`src/rtl/tpm_pkg.sv`:
```
package tpm_pkg;
  typedef enum logic {RD_IDLE, RD_SCAN} rd_state_e;
  localparam int unsigned DC_MAX = 2;
endpackage

```
`src/rtl/tpm_layer_cell.sv`:
```
module tpm_layer_cell #(
  parameter int unsigned SB_W = 8,
  parameter int unsigned DC_W = 2
) (
  input  logic            clk_i,
  input  logic            rst_ni,
  input  logic            wr_i,
  input  logic [SB_W-1:0] wr_bin_i,
  input  logic [DC_W-1:0] wr_dc_i,
  input  logic            hit_vld_i,
  input  logic [SB_W-1:0] hit_bin_i,
  input  logic            clr_i,
  output logic            hit_q_o
);
  import tpm_pkg::*;

  logic [SB_W-1:0] bin_q;
  logic [DC_W-1:0] dc_q;
  logic [SB_W-1:0] cmp_mask;
  logic            agree;

  always_comb begin
    cmp_mask = '1;
    for (int b = 0; b < int'(DC_MAX); b++)
      if (int'(dc_q) > b) cmp_mask[b] = 1'b0;
    agree = ((hit_bin_i ^ bin_q) & cmp_mask) == '0;
  end

  always_ff @(posedge clk_i or negedge rst_ni) begin
    if (!rst_ni) begin
      bin_q <= '0;
      dc_q  <= '0;
    end else if (wr_i) begin
      bin_q <= wr_bin_i;
      dc_q  <= wr_dc_i;
    end
  end

  always_ff @(posedge clk_i or negedge rst_ni) begin
    if (!rst_ni)                  hit_q_o <= 1'b0;
    else if (clr_i)               hit_q_o <= 1'b0;
    else if (hit_vld_i && agree)  hit_q_o <= 1'b1;
  end

  p_latch_sticky_r7: assert property (@(posedge clk_i) disable iff (!rst_ni)
    hit_q_o && !clr_i |=> hit_q_o);
  p_latch_clear_r7: assert property (@(posedge clk_i) disable iff (!rst_ni)
    clr_i |=> !hit_q_o);
endmodule

```
`src/rtl/tpm_pattern.sv`:
```
module tpm_pattern #(
  parameter int unsigned SB_W     = 8,
  parameter int unsigned DC_W     = 2,
  parameter int unsigned NUM_PHYS = 8,
  parameter int unsigned LIDX_W   = $clog2(NUM_PHYS),
  parameter int unsigned CNT_W    = $clog2(NUM_PHYS)
) (
  input  logic                     clk_i,
  input  logic                     rst_ni,
  input  logic                     wr_i,
  input  logic [LIDX_W-1:0]        wr_layer_i,
  input  logic [SB_W-1:0]          wr_bin_i,
  input  logic [DC_W-1:0]          wr_dc_i,
  input  logic [NUM_PHYS-1:0]      hit_vld_i,
  input  logic [NUM_PHYS*SB_W-1:0] hit_bin_i,
  input  logic                     clr_i,
  input  logic                     dis_i,
  input  logic [CNT_W-1:0]         thr_i,
  output logic                     road_o
);
  localparam int unsigned NUM_LOG = NUM_PHYS - 1;

  logic [NUM_PHYS-1:0] phys_hit;
  logic [NUM_LOG-1:0]  log_hit;
  logic [CNT_W-1:0]    cnt;

  for (genvar l = 0; l < NUM_PHYS; l++) begin : g_cell
    tpm_layer_cell #(.SB_W(SB_W), .DC_W(DC_W)) u_cell (
      .clk_i     (clk_i),
      .rst_ni    (rst_ni),
      .wr_i      (wr_i && (wr_layer_i == LIDX_W'(l))),
      .wr_bin_i  (wr_bin_i),
      .wr_dc_i   (wr_dc_i),
      .hit_vld_i (hit_vld_i[l]),
      .hit_bin_i (hit_bin_i[l*SB_W +: SB_W]),
      .clr_i     (clr_i),
      .hit_q_o   (phys_hit[l])
    );
  end

  // physical layers 0 and 1 share one high-rate super bin
  for (genvar k = 0; k < NUM_LOG; k++) begin : g_log
    if (k == 0) begin : g_pair
      assign log_hit[k] = phys_hit[0] | phys_hit[1];
    end else begin : g_single
      assign log_hit[k] = phys_hit[k+1];
    end
  end

  always_comb begin
    cnt = '0;
    for (int k = 0; k < int'(NUM_LOG); k++) cnt = cnt + CNT_W'(log_hit[k]);
  end

  assign road_o = !dis_i && (cnt >= thr_i);

  p_pair_or_r5: assert property (@(posedge clk_i) disable iff (!rst_ni)
    (phys_hit[0] || phys_hit[1]) && !dis_i && thr_i == CNT_W'(1) |-> road_o);
endmodule

```
`src/rtl/tpm_readout.sv`:
```
module tpm_readout #(
  parameter int unsigned NUM_PAT = 8,
  parameter int unsigned PIDX_W  = $clog2(NUM_PAT)
) (
  input  logic               clk_i,
  input  logic               rst_ni,
  input  logic               start_i,
  input  logic [NUM_PAT-1:0] road_vec_i,
  input  logic               ready_i,
  output logic               valid_o,
  output logic [PIDX_W-1:0]  idx_o,
  output logic               busy_o,
  output logic               clr_o
);
  import tpm_pkg::*;

  rd_state_e          st_q;
  logic [NUM_PAT-1:0] pend_q;

  always_comb begin
    idx_o = '0;
    for (int i = int'(NUM_PAT) - 1; i >= 0; i--)
      if (pend_q[i]) idx_o = PIDX_W'(i);
  end

  assign busy_o  = (st_q == RD_SCAN);
  assign valid_o = busy_o && (pend_q != '0);
  assign clr_o   = busy_o && (pend_q == '0);

  always_ff @(posedge clk_i or negedge rst_ni) begin
    if (!rst_ni) begin
      st_q   <= RD_IDLE;
      pend_q <= '0;
    end else if (st_q == RD_IDLE) begin
      if (start_i) begin
        st_q   <= RD_SCAN;
        pend_q <= road_vec_i;
      end
    end else if (pend_q == '0) begin
      st_q <= RD_IDLE;
    end else if (ready_i) begin
      pend_q[idx_o] <= 1'b0;
    end
  end

  p_hold_r8: assert property (@(posedge clk_i) disable iff (!rst_ni)
    valid_o && !ready_i |=> valid_o && $stable(idx_o));
  p_ascend_r8: assert property (@(posedge clk_i) disable iff (!rst_ni)
    valid_o && ready_i |=> !valid_o || (idx_o > $past(idx_o)));
  p_clear_end_r9: assert property (@(posedge clk_i) disable iff (!rst_ni)
    clr_o |=> !busy_o);
endmodule

```
`src/rtl/tpm_matcher.sv`:
```
module tpm_matcher #(
  parameter int unsigned NUM_PAT  = 8,
  parameter int unsigned NUM_PHYS = 8,
  parameter int unsigned SB_W     = 8,
  parameter int unsigned DC_W     = 2,
  parameter int unsigned PIDX_W   = $clog2(NUM_PAT),
  parameter int unsigned LIDX_W   = $clog2(NUM_PHYS),
  parameter int unsigned CNT_W    = $clog2(NUM_PHYS)
) (
  input  logic                     clk_i,
  input  logic                     rst_ni,
  input  logic                     ld_we_i,
  input  logic [PIDX_W-1:0]        ld_pat_i,
  input  logic [LIDX_W-1:0]        ld_layer_i,
  input  logic [SB_W-1:0]          ld_bin_i,
  input  logic [DC_W-1:0]          ld_dc_i,
  input  logic                     dis_we_i,
  input  logic [NUM_PAT-1:0]       dis_mask_i,
  input  logic                     thr_we_i,
  input  logic [CNT_W-1:0]         thr_i,
  input  logic                     evt_start_i,
  input  logic                     evt_end_i,
  input  logic [NUM_PHYS-1:0]      hit_vld_i,
  input  logic [NUM_PHYS*SB_W-1:0] hit_bin_i,
  output logic                     road_valid_o,
  output logic [PIDX_W-1:0]        road_idx_o,
  input  logic                     road_ready_i,
  output logic                     busy_o
);
  localparam int unsigned NUM_LOG = NUM_PHYS - 1;

  logic [NUM_PAT-1:0]  dis_q;
  logic [CNT_W-1:0]    thr_q;
  logic [NUM_PAT-1:0]  road_vec;
  logic [NUM_PHYS-1:0] hit_en;
  logic                rd_clr;
  logic                lat_clr;

  always_ff @(posedge clk_i or negedge rst_ni) begin
    if (!rst_ni) begin
      dis_q <= '0;
      thr_q <= CNT_W'(NUM_LOG);
    end else begin
      if (dis_we_i && !busy_o) dis_q <= dis_mask_i;
      if (thr_we_i)            thr_q <= thr_i;
    end
  end

  assign hit_en  = (busy_o || evt_start_i) ? '0 : hit_vld_i;
  assign lat_clr = evt_start_i || rd_clr;

  for (genvar p = 0; p < NUM_PAT; p++) begin : g_pat
    tpm_pattern #(
      .SB_W(SB_W), .DC_W(DC_W), .NUM_PHYS(NUM_PHYS),
      .LIDX_W(LIDX_W), .CNT_W(CNT_W)
    ) u_pat (
      .clk_i      (clk_i),
      .rst_ni     (rst_ni),
      .wr_i       (ld_we_i && (ld_pat_i == PIDX_W'(p))),
      .wr_layer_i (ld_layer_i),
      .wr_bin_i   (ld_bin_i),
      .wr_dc_i    (ld_dc_i),
      .hit_vld_i  (hit_en),
      .hit_bin_i  (hit_bin_i),
      .clr_i      (lat_clr),
      .dis_i      (dis_q[p]),
      .thr_i      (thr_q),
      .road_o     (road_vec[p])
    );
  end

  tpm_readout #(.NUM_PAT(NUM_PAT), .PIDX_W(PIDX_W)) u_rd (
    .clk_i      (clk_i),
    .rst_ni     (rst_ni),
    .start_i    (evt_end_i),
    .road_vec_i (road_vec),
    .ready_i    (road_ready_i),
    .valid_o    (road_valid_o),
    .idx_o      (road_idx_o),
    .busy_o     (busy_o),
    .clr_o      (rd_clr)
  );

  p_no_dis_road_r4: assert property (@(posedge clk_i) disable iff (!rst_ni)
    road_valid_o |-> !dis_q[road_idx_o]);
  p_dis_frozen_r4: assert property (@(posedge clk_i) disable iff (!rst_ni)
    busy_o |=> $stable(dis_q));
endmodule

```
`config.mk`:
```
export PLATFORM = sky130hd
export DESIGN_NAME = tpm_matcher
export DESIGN_NICKNAME = d
export VERILOG_FILES = /design/src/rtl/tpm_pkg.sv /design/src/rtl/tpm_layer_cell.sv /design/src/rtl/tpm_pattern.sv /design/src/rtl/tpm_readout.sv /design/src/rtl/tpm_matcher.sv
export SDC_FILE = /design/constraint.sdc
export NUM_CORES = 1
export LEC_CHECK = 0
export CAP_MARGIN = 10
export CORE_MARGIN = 2
export CORE_UTILIZATION = 30
export CTS_CLUSTER_SIZE = 12
export DETAILED_ROUTE_END_ITERATION = 7
export GPL_ROUTABILITY_DRIVEN = 0
export PLACE_DENSITY = 0.42
export SYNTH_ARGS = -nofsm -noshare
export SYNTH_HDL_FRONTEND = slang
export SYNTH_SLANG_ARGS = --single-unit
```
`constraint.sdc`:
```
create_clock -name clk_i -period 3.85 [get_ports clk_i]
set_input_delay 0.77 -clock clk_i [delete_from_list [all_inputs] [get_ports clk_i]]
set_output_delay 0.77 -clock clk_i [all_outputs]
set_load 0.02 [all_outputs]
```
After elaboration in Yosys (flattened, before gate mapping):

Index checks and enable logic that the tools add are counted.

* bits in registers: 724
* input bits: 107
* output and inout bits: 5
* logic and storage cells: 1103

* $add $sub $neg: 48
* $lt $le $gt $ge: 138
* equal/unequal tests: 16
* muxes and demuxes: 274
* bitwise operators: 138
* reductions and logical operators: 293

Operators by type and width (number)
* $and A8 B8 Y8: 65
* $logic_not A8 Y1: 65
* $xor A8 B8 Y8: 64
* $mux W1: 260
* $gt A2 B1 Y1 const B: 128
* $logic_and A1 B1 Y1: 148
* $reduce_bool A2 Y1: 65
* $add A3 B1 Y3: 40
* $mux W8: 5
* $eq A3 B3 Y1 const B: 8
* $ge A3 B3 Y1: 8
* $mux W3: 8
* $add A1 B1 Y2: 8
* $eq A3 B2 Y1 const B: 4
* $logic_not A1 Y1: 9
* $not A8 Y8: 1
* $or A1 B1 Y1: 8
* $reduce_bool A8 Y1: 1
* $eq A3 B1 Y1 const B: 2
* $logic_not A3 Y1: 2
* $lt A3 B4 Y1 const B: 1
* $ne A2 B2 Y1 const B: 2
* $demux W1 S3: 1
* $ge A3 B1 Y1 const B: 1
* other kinds (2): 3

Depth between registers and ports, before layout:

Gate-level depths: netlist of run 1.

* word-level depth: 17
* mapped depth: 13
* gate-level depth less buffers: 13

Modules after synthesis:

A second synthesis of run 1 with hierarchy kept.

* cells, all modules: 2692
* area total of the unflattened synthesis: 35222.5 um^2

Modules (own cells, without submodules)
* tpm_layer_cell: times used 64, cells an instance 36, area each 503.0 um^2, seq. area each 275.3 um^2
* tpm_pattern: times used 8, cells an instance 36, area each 244.0 um^2, seq. area each 0.0 um^2
* tpm_matcher: times used 1, cells an instance 47, area each 569.3 um^2, seq. area each 279.0 um^2
* tpm_readout: times used 1, cells an instance 53, area each 510.5 um^2, seq. area each 225.2 um^2

Worst setup path after synthesis of run 1:

No wires, ideal clock.

* path type: register -> register
* from: register g_pat[6].u_pat.g_cell[1].u_cell.hit_q_o
* to: register u_rd.pend_q[6]
* setup time: 0.070 ns
* arrival time: 3.508 ns
* data required time: 3.780 ns
* slack: 0.271 ns
* stages on the path, launching flop included: 14
* path buffers: 0
* clock period less this slack: 3.579 ns
* path through: dfrtp_1 > or2_2 > ha_1 > inv_1 > fa_1 > fa_1 > inv_1 > ha_1 > fa_1 > xor2_1 > ha_1 > nor2_1 > or4_1 > nand3_1

* cells in the longest elaborated chain, start to end: 11

RTL lines
* start: declaration: line tpm_layer_cell.sv:13 `output logic hit_q_o`
* start signal: assignment: line tpm_layer_cell.sv:40 `if (!rst_ni) hit_q_o <= 1'b0;`
* start signal: assignment: line tpm_layer_cell.sv:41 `else if (clr_i) hit_q_o <= 1'b0;`
* start signal: assignment: line tpm_layer_cell.sv:42 `else if (hit_vld_i && agree) hit_q_o <= 1'b1;`
* $or A1 B1 Y1: line tpm_pattern.sv:44 `assign log_hit[k] = phys_hit[0] | phys_hit[1];`
* $add A1 B1 Y2: line tpm_pattern.sv:52 `for (int k = 0; k < int'(NUM_LOG); k++) cnt = cnt + CNT_W'(log_hit[k]);`
* $add A3 B1 Y3 (5 in series): line tpm_pattern.sv:52
* $ge A3 B3 Y1: line tpm_pattern.sv:55 `assign road_o = !dis_i && (cnt >= thr_i);`
* $logic_and A1 B1 Y1: line tpm_pattern.sv:55
* $mux W8: line tpm_readout.sv:35 `if (start_i) begin`
* $mux W8: line tpm_readout.sv:34 `end else if (st_q == RD_IDLE) begin`
* end signal: assignment: line tpm_readout.sv:37 `pend_q <= road_vec_i;`
* end: declaration: line tpm_readout.sv:18 `logic [NUM_PAT-1:0] pend_q;`

Every way passes these cells. The select of a mux whose other input is x is not followed.
A chain may end at the register's enable or synchronous reset.

Worst setup path after layout of run 1:

Same ends and word-level chain as after synthesis.

==> reports/results.txt, run 1 <==
Status - complete, no violations
Crit path from - g_pat[6].u_pat.g_cell[1].u_cell.hit_q_o$_DFFE_PN0P_
Net Switching - 5.797 mW
Cell variety after synth - 56
Clock Sinks - 724
Critical path endpoint category - flop
VDD IR max - 0.3050 mV
DPL Wire Length - 71.12 mm
Crit Reg-Reg Endpoint - u_rd.pend_q[6]$_DFFE_PN0P_
Crit-path slowest cell - fa_1
Power Density - 511.9 mW/mm2
Fmax - 0.2700 GHz
Hold Slack - 0.1439 ns
Post-CTS Hold Buffers - 0
Total track usage - 0.1821
DR vias/cell - 4.878
Crit Path Class - flop to flop
Total Wirelength - 108.9 mm
Worst EP required - 4.42 ns
Final Worst Setup Slack - 0.1469 ns
CP endpoint - u_rd.pend_q[6]$_DFFE_PN0P_
Clock Path Buffers - 3
Synth Net Count - 2,900
Most common cell after layout, fill and taps aside - dfrtp_1
Sequential Area - 0.01812 mm2
Layout cells sized above 1 - 0.3296
FF-to-FF Start - g_pat[6].u_pat.g_cell[1].u_cell.hit_q_o$_DFFE_PN0P_
Sequential share of power - 0.437
Die Ht - 347.3 um
Mapped Area - 0.03535 mm2
Post-Syn Instances - 2,721
Clock power frac - 0.406
Startpoint types - flop
Clk_skew - 0.02646 ns
Worst-Margin Slew - 1.120 ns
Register clock-pin slew on the reported worst setup and hold paths - 0.06 ns
1st-iter DRT viols - 905
Non-Filler Instances - 4,460
Mean Syn Cell Area - 12.99 um2
Register-to-register setup slack - 0.15 ns
IO Port Bufs - 111
Worst slack at placement - 0.1275 ns
Utilization after layout - 0.3579
Register-to-Register Path Depth - 12
Worst-Skew Late Latency - 0.66 ns
Multi-input gate area - 0.01623 mm2
Rows - 125
Yosys reg bits - 724
Layout Nets - 3,041
Initial Utilization - 0.3034
Core Region - 0.1165 mm2
Period utilization - 0.9619
Placed instance count - 4,296
Die footprint - 0.1206 mm2
Tightest Hold Check Type - primary input to async pin
Fillers - 11,123
Vias in the first global route - 23,347
First-pass GRT wire length - 162.0 mm
Wire per inst - 24.41 um
Synth Warn # - 0
Grt ovf - 0
Root Driver - clkbuf_16
Horiz. Die Dim - 347.3 um
Largest net degree at the start of global routing - 108
DRT Pass-1 Iters - 4
Final Hold Fails - 0
TritonCTS clock tree - yes
Crit path buf inv count - 2
Critical path data arrival time - 4.27 ns
Total Neg Setup Slack - 0 ns
Leak pwr - 18.71 nW
Crit path max-delay family - adder cells
Worst-path fanout max - 2
Slew headroom - 0.2536
Cts bufs inserted - 88
Switching Share - 0.2716
Most frequent cells in the layout - dfrtp_1 (721), mux2_2 (623), xnor2_1 (264), xor2_1 (256), clkdlybuf4s50_1 (100)
H-tree depth - 3
Sequential share of the synthesized area - 0.5126
RSZ-0062 raised after global routing - true
CP Depth - 12
Post-route ant nets - 0
Tmin final - 3.703 ns
Logic pwr share - 0.157
Initial antenna violation count - 6
Total number of vias - 21,758
# DRC - 0
Critical path, cell by cell - or2_2 > ha_1 > inv_1 > fa_1 > fa_1 > inv_1 > ha_1 > fa_1 > ha_1 > a211oi_1 > or4_1 > nand3_1
Final setup viols - 0
Final Max Slew Viols - 0
Slowest cell delay on critical path - 0.55 ns
Layout area overhead - 17.95%
IO Count - 112
Int Power - 15.55 mW
MaxCap Viol Count - 0
layout make-up:
cell class | instances | share of cell area
flip-flops and latches | 724 | 0.4346
multi-input cells | 1747 | 0.3893
clock buffers | 135 | 0.06587
repair buffers | 218 | 0.04969
well taps | 1524 | 0.04573
inverters | 83 | 0.007472
clock inverters | 27 | 0.007262
diodes | 2 | 0.0001200
cell usage after synthesis, drive strengths merged:
cell type / instances / area (um2)
nor2b: 2 / 12.51
or3: 1 / 6.260
a211oi: 55 / 457.9
a21oi: 12 / 60.06
nor4b: 1 / 8.760
o21a: 3 / 22.52
nor3b: 7 / 77.57
nor3: 8 / 40.04
nand2: 29 / 118.9
mux2: 649 / 7308
clkbuf: 128 / 480.5
or3b: 2 / 17.52
o211ai: 1 / 7.510
a21boi: 1 / 7.510
o21ai: 72 / 360.4
or2: 8 / 50.05
or4: 4 / 30.03
dfrtp: 721 / 18040
xnor2: 264 / 2312
fa: 24 / 480.5
o31ai: 6 / 58.81
nand4: 12 / 81.33
buf: 39 / 207.7
ha: 48 / 600.6
and2: 7 / 43.80
and3: 1 / 6.260
o311ai: 2 / 17.52
and2b: 4 / 30.03
inv: 83 / 311.6
o21bai: 1 / 7.510
nand3b: 3 / 22.52
nand3: 8 / 62.56
xor2: 256 / 2242
nor4: 59 / 369.1
a211o: 2 / 17.52
a21o: 6 / 45.04
nor2: 117 / 639.4
a41oi: 53 / 464.2
dfstp: 3 / 78.83
a221oi: 8 / 70.07
nand2b: 10 / 62.56
o41a: 1 / 11.26
sequential cells by signal, summed over array words and instances (netlist names):
register,count
g_pat.u_pat.g_cell.u_cell.hit_q_o,64
g_pat.u_pat.g_cell.u_cell.dc_q,128
u_rd.pend_q,8
u_rd.busy_o,1
dis_q,8
g_pat.u_pat.g_cell.u_cell.bin_q,512
thr_q,3
power by group through the flow:
stage / logic, mW / registers (mW) / clock network [mW]
final: 3.36 / 9.32 / 8.67
after global routing: 3.69 / 9.44 / 9.27
after CTS: 3.42 / 9.32 / 8.94
after detailed placement: 3.41 / 9.45 / 0
after global placement: 3.33 / 9.40 / 0
after floorplan: 2.30 / 9.21 / 0
what timing repair did:
item                       CTS  global route
gates resized for setup      0             1
setup endpoints to repair    0             2
setup buffers                0             0
worst min path at each step:
stage	depth (start not counted)	end	slack, ns	start
6_report	1	g_pat[3].u_pat.g_cell[6].u_cell.bin_q[2]$_DFFE_PN0P_	0.14	rst_ni
3_3_place_gp	1	g_pat[5].u_pat.g_cell[1].u_cell.dc_q[0]$_DFFE_PN0P_	0.47	g_pat[5].u_pat.g_cell[1].u_cell.dc_q[0]$_DFFE_PN0P_
2_1_floorplan	1	u_rd.pend_q[0]$_DFFE_PN0P_	0.43	dis_q[0]$_DFFE_PN0P_
4_1_cts	1	g_pat[3].u_pat.g_cell[6].u_cell.bin_q[5]$_DFFE_PN0P_	0.15	rst_ni
5_1_grt	1	g_pat[3].u_pat.g_cell[6].u_cell.bin_q[2]$_DFFE_PN0P_	0.16	rst_ni
3_5_place_dp	1	g_pat[5].u_pat.g_cell[3].u_cell.dc_q[0]$_DFFE_PN0P_	0.48	g_pat[5].u_pat.g_cell[3].u_cell.dc_q[0]$_DFFE_PN0P_
cells by family (layout without fill, tap and decap cells):
kind of cell             Yosys count  after routing  synth area share
AND/OR/NAND/NOR                  283            283           0.04750
other                              0              2                 0
flip-flops                       724            724            0.5126
buffers and inverters            250            463           0.02828
AO/OA/AOI/OAI                    223            223           0.04548
adder cells (fa/ha/maj)           72             72           0.03058
multiplexers                     649            649            0.2067
XOR/XNOR                         520            520            0.1288
through the flow:
| step | area, um2 | power [mW] |
|---|---|---|
| CTS | 41690 | 21.68 |
| finish | 41700 | 21.34 |
| floorplan | 35350 | 11.51 |
| detailed placement | 38640 | 12.86 |
| global placement | 38640 | 12.73 |
| global route | 41690 | 22.41 |
layer usage:
metal,track usage,vias up,share of wire
met5,0,-,0
met4,0.04286,0,0.020
li1,-,9722,-
met3,0.02802,137,0.036
met2,0.2963,383,0.47
met1,0.2539,11516,0.47
Note: power is estimated with default switching activity, not from simulation.
==> inputs of run 2 (changes only) <==
--- a/config.mk
+++ b/config.mk
@@ -7,11 +7,11 @@
 export LEC_CHECK = 0
 export CAP_MARGIN = 10
 export CORE_MARGIN = 2
-export CORE_UTILIZATION = 30
+export CORE_UTILIZATION = 49
 export CTS_CLUSTER_SIZE = 12
 export DETAILED_ROUTE_END_ITERATION = 7
 export GPL_ROUTABILITY_DRIVEN = 0
-export PLACE_DENSITY = 0.42
+export PLACE_DENSITY = 0.63
 export SYNTH_ARGS = -nofsm -noshare
 export SYNTH_HDL_FRONTEND = slang
 export SYNTH_SLANG_ARGS = --single-unit
==> reports/results.txt, run 2 (synthesized netlist as in run 1, its figures left out) <==
Top flop regs - g_pat.u_pat.g_cell.u_cell.bin_q: 512 flops, g_pat.u_pat.g_cell.u_cell.dc_q: 128 flops, g_pat.u_pat.g_cell.u_cell.hit_q_o: 64 flops
# DRC - 0 (unchanged)
Placed Area - 0.03791 mm2 (-1.9%)
Status - complete, no violations
Clock Sinks - 724 (unchanged)
Total Wirelength - 95.06 mm (-13%)
Final instance area - 0.04050 mm2 (-2.9%)
Tightest Hold Check Type - primary input to async pin
Layout cells sized above 1 - 0.3223 (-0.007247)
Leak pwr - 18.47 nW (-1.3%)
Die Ht - 272.6 um (-22%)
MaxCap Viol Count - 0 (unchanged)
Fillers - 5,786 (-48%)
Layout area overhead - 14.56%
Power Density - 497.8 mW/mm2 (-2.7%)
First-pass GRT wire length - 145.2 mm (-10%)
Clock Path Buffers - 3 (unchanged)
Crit Path Class - flop to flop
Total number of vias - 21,821 (+0.29%)
Final Max Slew Viols - 0 (unchanged)
1st-iter DRT viols - 1,240 (+37%)
Largest net degree at the start of global routing - 83 (-23%)
Core Region - 0.07149 mm2 (-39%)
Most common cell after layout, fill and taps aside - dfrtp_1
TritonCTS clock tree - yes
Wire per inst - 24.62 um (+0.86%)
Tot Pwr - 20.16 mW (-5.5%)
Root Driver - clkbuf_16
Final Hold Fails - 0 (unchanged)
DPL Wire Length - 62.18 mm (-13%)
Worst-Margin Slew - 1.136 ns (+0.01663 ns)
DR vias/cell - 5.652 (+16%)
Vias in the first global route - 23,185 (-0.69%)
Die footprint - 0.07431 mm2 (-38%)
IO Port Bufs - 111 (unchanged)
Initial Utilization - 0.4945 (+0.1911)
Grt ovf - 0 (unchanged)
Cts bufs inserted - 80 (-9.1%)
Critical path endpoint category - flop
Multi-input gate area - 0.01623 mm2 (unchanged)
VDD IR max - 0.6262 mV (+110%)
DRT Pass-1 Iters - 5 (+1)
Non-Filler Instances - 3,861 (-13%)
Worst EP required - 4.38 ns (-0.04 ns)
Worst-Skew Late Latency - 0.62 ns (-0.04 ns)
Rows - 98 (-22%)
Utilization after layout - 0.5665 (+0.2087)
Final setup viols - 0 (unchanged)
Max FFs per register - 512 (unchanged)
Register clock-pin slew on the reported worst setup and hold paths - 0.06 ns (about the same)
Initial antenna violation count - 2 (-4)
Worst-path fanout max - 2 (unchanged)
Period utilization - 0.9617 (about the same)
Post-CTS Resized - 0 (unchanged)
IO Count - 112 (unchanged)
Sequential Area - 0.01812 mm2 (unchanged)
Clk_skew - 0.02994 ns (+0.003484 ns)
Post-CTS Setup Bufs - 0 (unchanged)
H-tree depth - 3 (unchanged)
Most frequent cells in the layout - dfrtp_1 (721), mux2_2 (623), xnor2_1 (264), xor2_1 (256), clkdlybuf4s50_1 (100)
RSZ-0062 raised after global routing - false
Horiz. Die Dim - 272.6 um (-22%)
Post-CTS Hold Buffers - 0 (unchanged)
Placed instance count - 3,721 (-13%)
Layout Nets - 3,032 (-0.30%)
Critical path data arrival time - 4.24 ns (-0.03 ns)
Biggest register - g_pat.u_pat.g_cell.u_cell.bin_q
Tmin final - 3.702 ns (-0.0007650 ns)
Total track usage - 0.2607 (+0.07858)
Fmax - 0.2701 GHz (about the same)
Post-route ant nets - 0 (unchanged)
Total Neg Setup Slack - 0 ns (unchanged)
Startpoint types - flop
Slew headroom - 0.2425 (-0.01108)
-- run 2: changes by cell type in the layout (fill, tap and decap cells not counted) --
cell       before  now
o21ai_0        71   72
buf_2           9   10
diode_2         2    1
o21ai_1         1    0
bufinv_16       6    2
buf_4          92   90
clkbuf_1       17   22
clkbuf_16      94   84
clkinv_2       18    9
clkbuf_8       24   19
-- run 2: final cells by class --
class                           instances  share of cell area
Clock inverter                         14            0.003398
Antenna cell                            1          0.00006179
Multi-Input combinational cell       1747              0.4008
Inverter                               83            0.007693
Timing Repair Buffer                  217             0.05091
Tap cell                              950             0.02935
Clock buffer                          125             0.06040
Sequential cell                       724              0.4474
-- run 2: metrics by stage --
step,hold slack (ns),worst slack [ns]
5_1_grt,0.1659,0.02765
3_5_place_dp,0.4737,0.1521
2_1_floorplan,0.4269,0.2713
6_report,0.1471,0.1476
4_1_cts,0.1409,0.1521
3_3_place_gp,0.4642,0.1986
-- run 2: where the power goes --
part | leakage [nW] | total, mW | switching, mW | internal (mW)
Combinational | 7.56 | 3.33 | 1.69 | 1.64
Clock | 1.27 | 7.53 | 3.05 | 4.48
Sequential | 9.64 | 9.30 | 0.701 | 8.60
-- run 2: critical path, cell delays in order (launching register included) --
cell,delay (ns)
dfrtp_1,0.38
or2_2,0.30
ha_1,0.28
inv_1,0.05
fa_1,0.50
fa_1,0.54
inv_1,0.04
ha_1,0.20
fa_1,0.38
xor2_1,0.18
ha_1,0.19
a211oi_1,0.05
or4_1,0.46
nand3_1,0.08
-- run 2: per-layer routing --
metal,share of wire,up-vias,track usage
met5,0.00075,-,0.005135
met4,0.034,4,0.09558
met3,0.051,158,0.04692
met2,0.46,495,0.4071
met1,0.46,11480,0.3648
li1,-,9684,-
-- run 2: worst paths after layout --
| check | from | endpoint | slack [ns] | cells past startpoint |
|---|---|---|---|---|
| hold reg to reg | g_pat[5].u_pat.g_cell[7].u_cell.dc_q[0]$_DFFE_PN0P_ | g_pat[5].u_pat.g_cell[7].u_cell.dc_q[0]$_DFFE_PN0P_ | 0.49 | 1 |
| max in group asynchronous | rst_ni | g_pat[0].u_pat.g_cell[3].u_cell.bin_q[0]$_DFFE_PN0P_ | 2.60 | 3 |
| setup / recovery | g_pat[6].u_pat.g_cell[1].u_cell.hit_q_o$_DFFE_PN0P_ | u_rd.pend_q[6]$_DFFE_PN0P_ | 0.15 | 13 |
| hold / removal | rst_ni | g_pat[7].u_pat.g_cell[6].u_cell.bin_q[4]$_DFFE_PN0P_ | 0.15 | 1 |
| min in group clk_i | g_pat[5].u_pat.g_cell[7].u_cell.dc_q[0]$_DFFE_PN0P_ | g_pat[5].u_pat.g_cell[7].u_cell.dc_q[0]$_DFFE_PN0P_ | 0.49 | 1 |
| setup reg to reg | g_pat[6].u_pat.g_cell[1].u_cell.hit_q_o$_DFFE_PN0P_ | u_rd.pend_q[6]$_DFFE_PN0P_ | 0.15 | 13 |
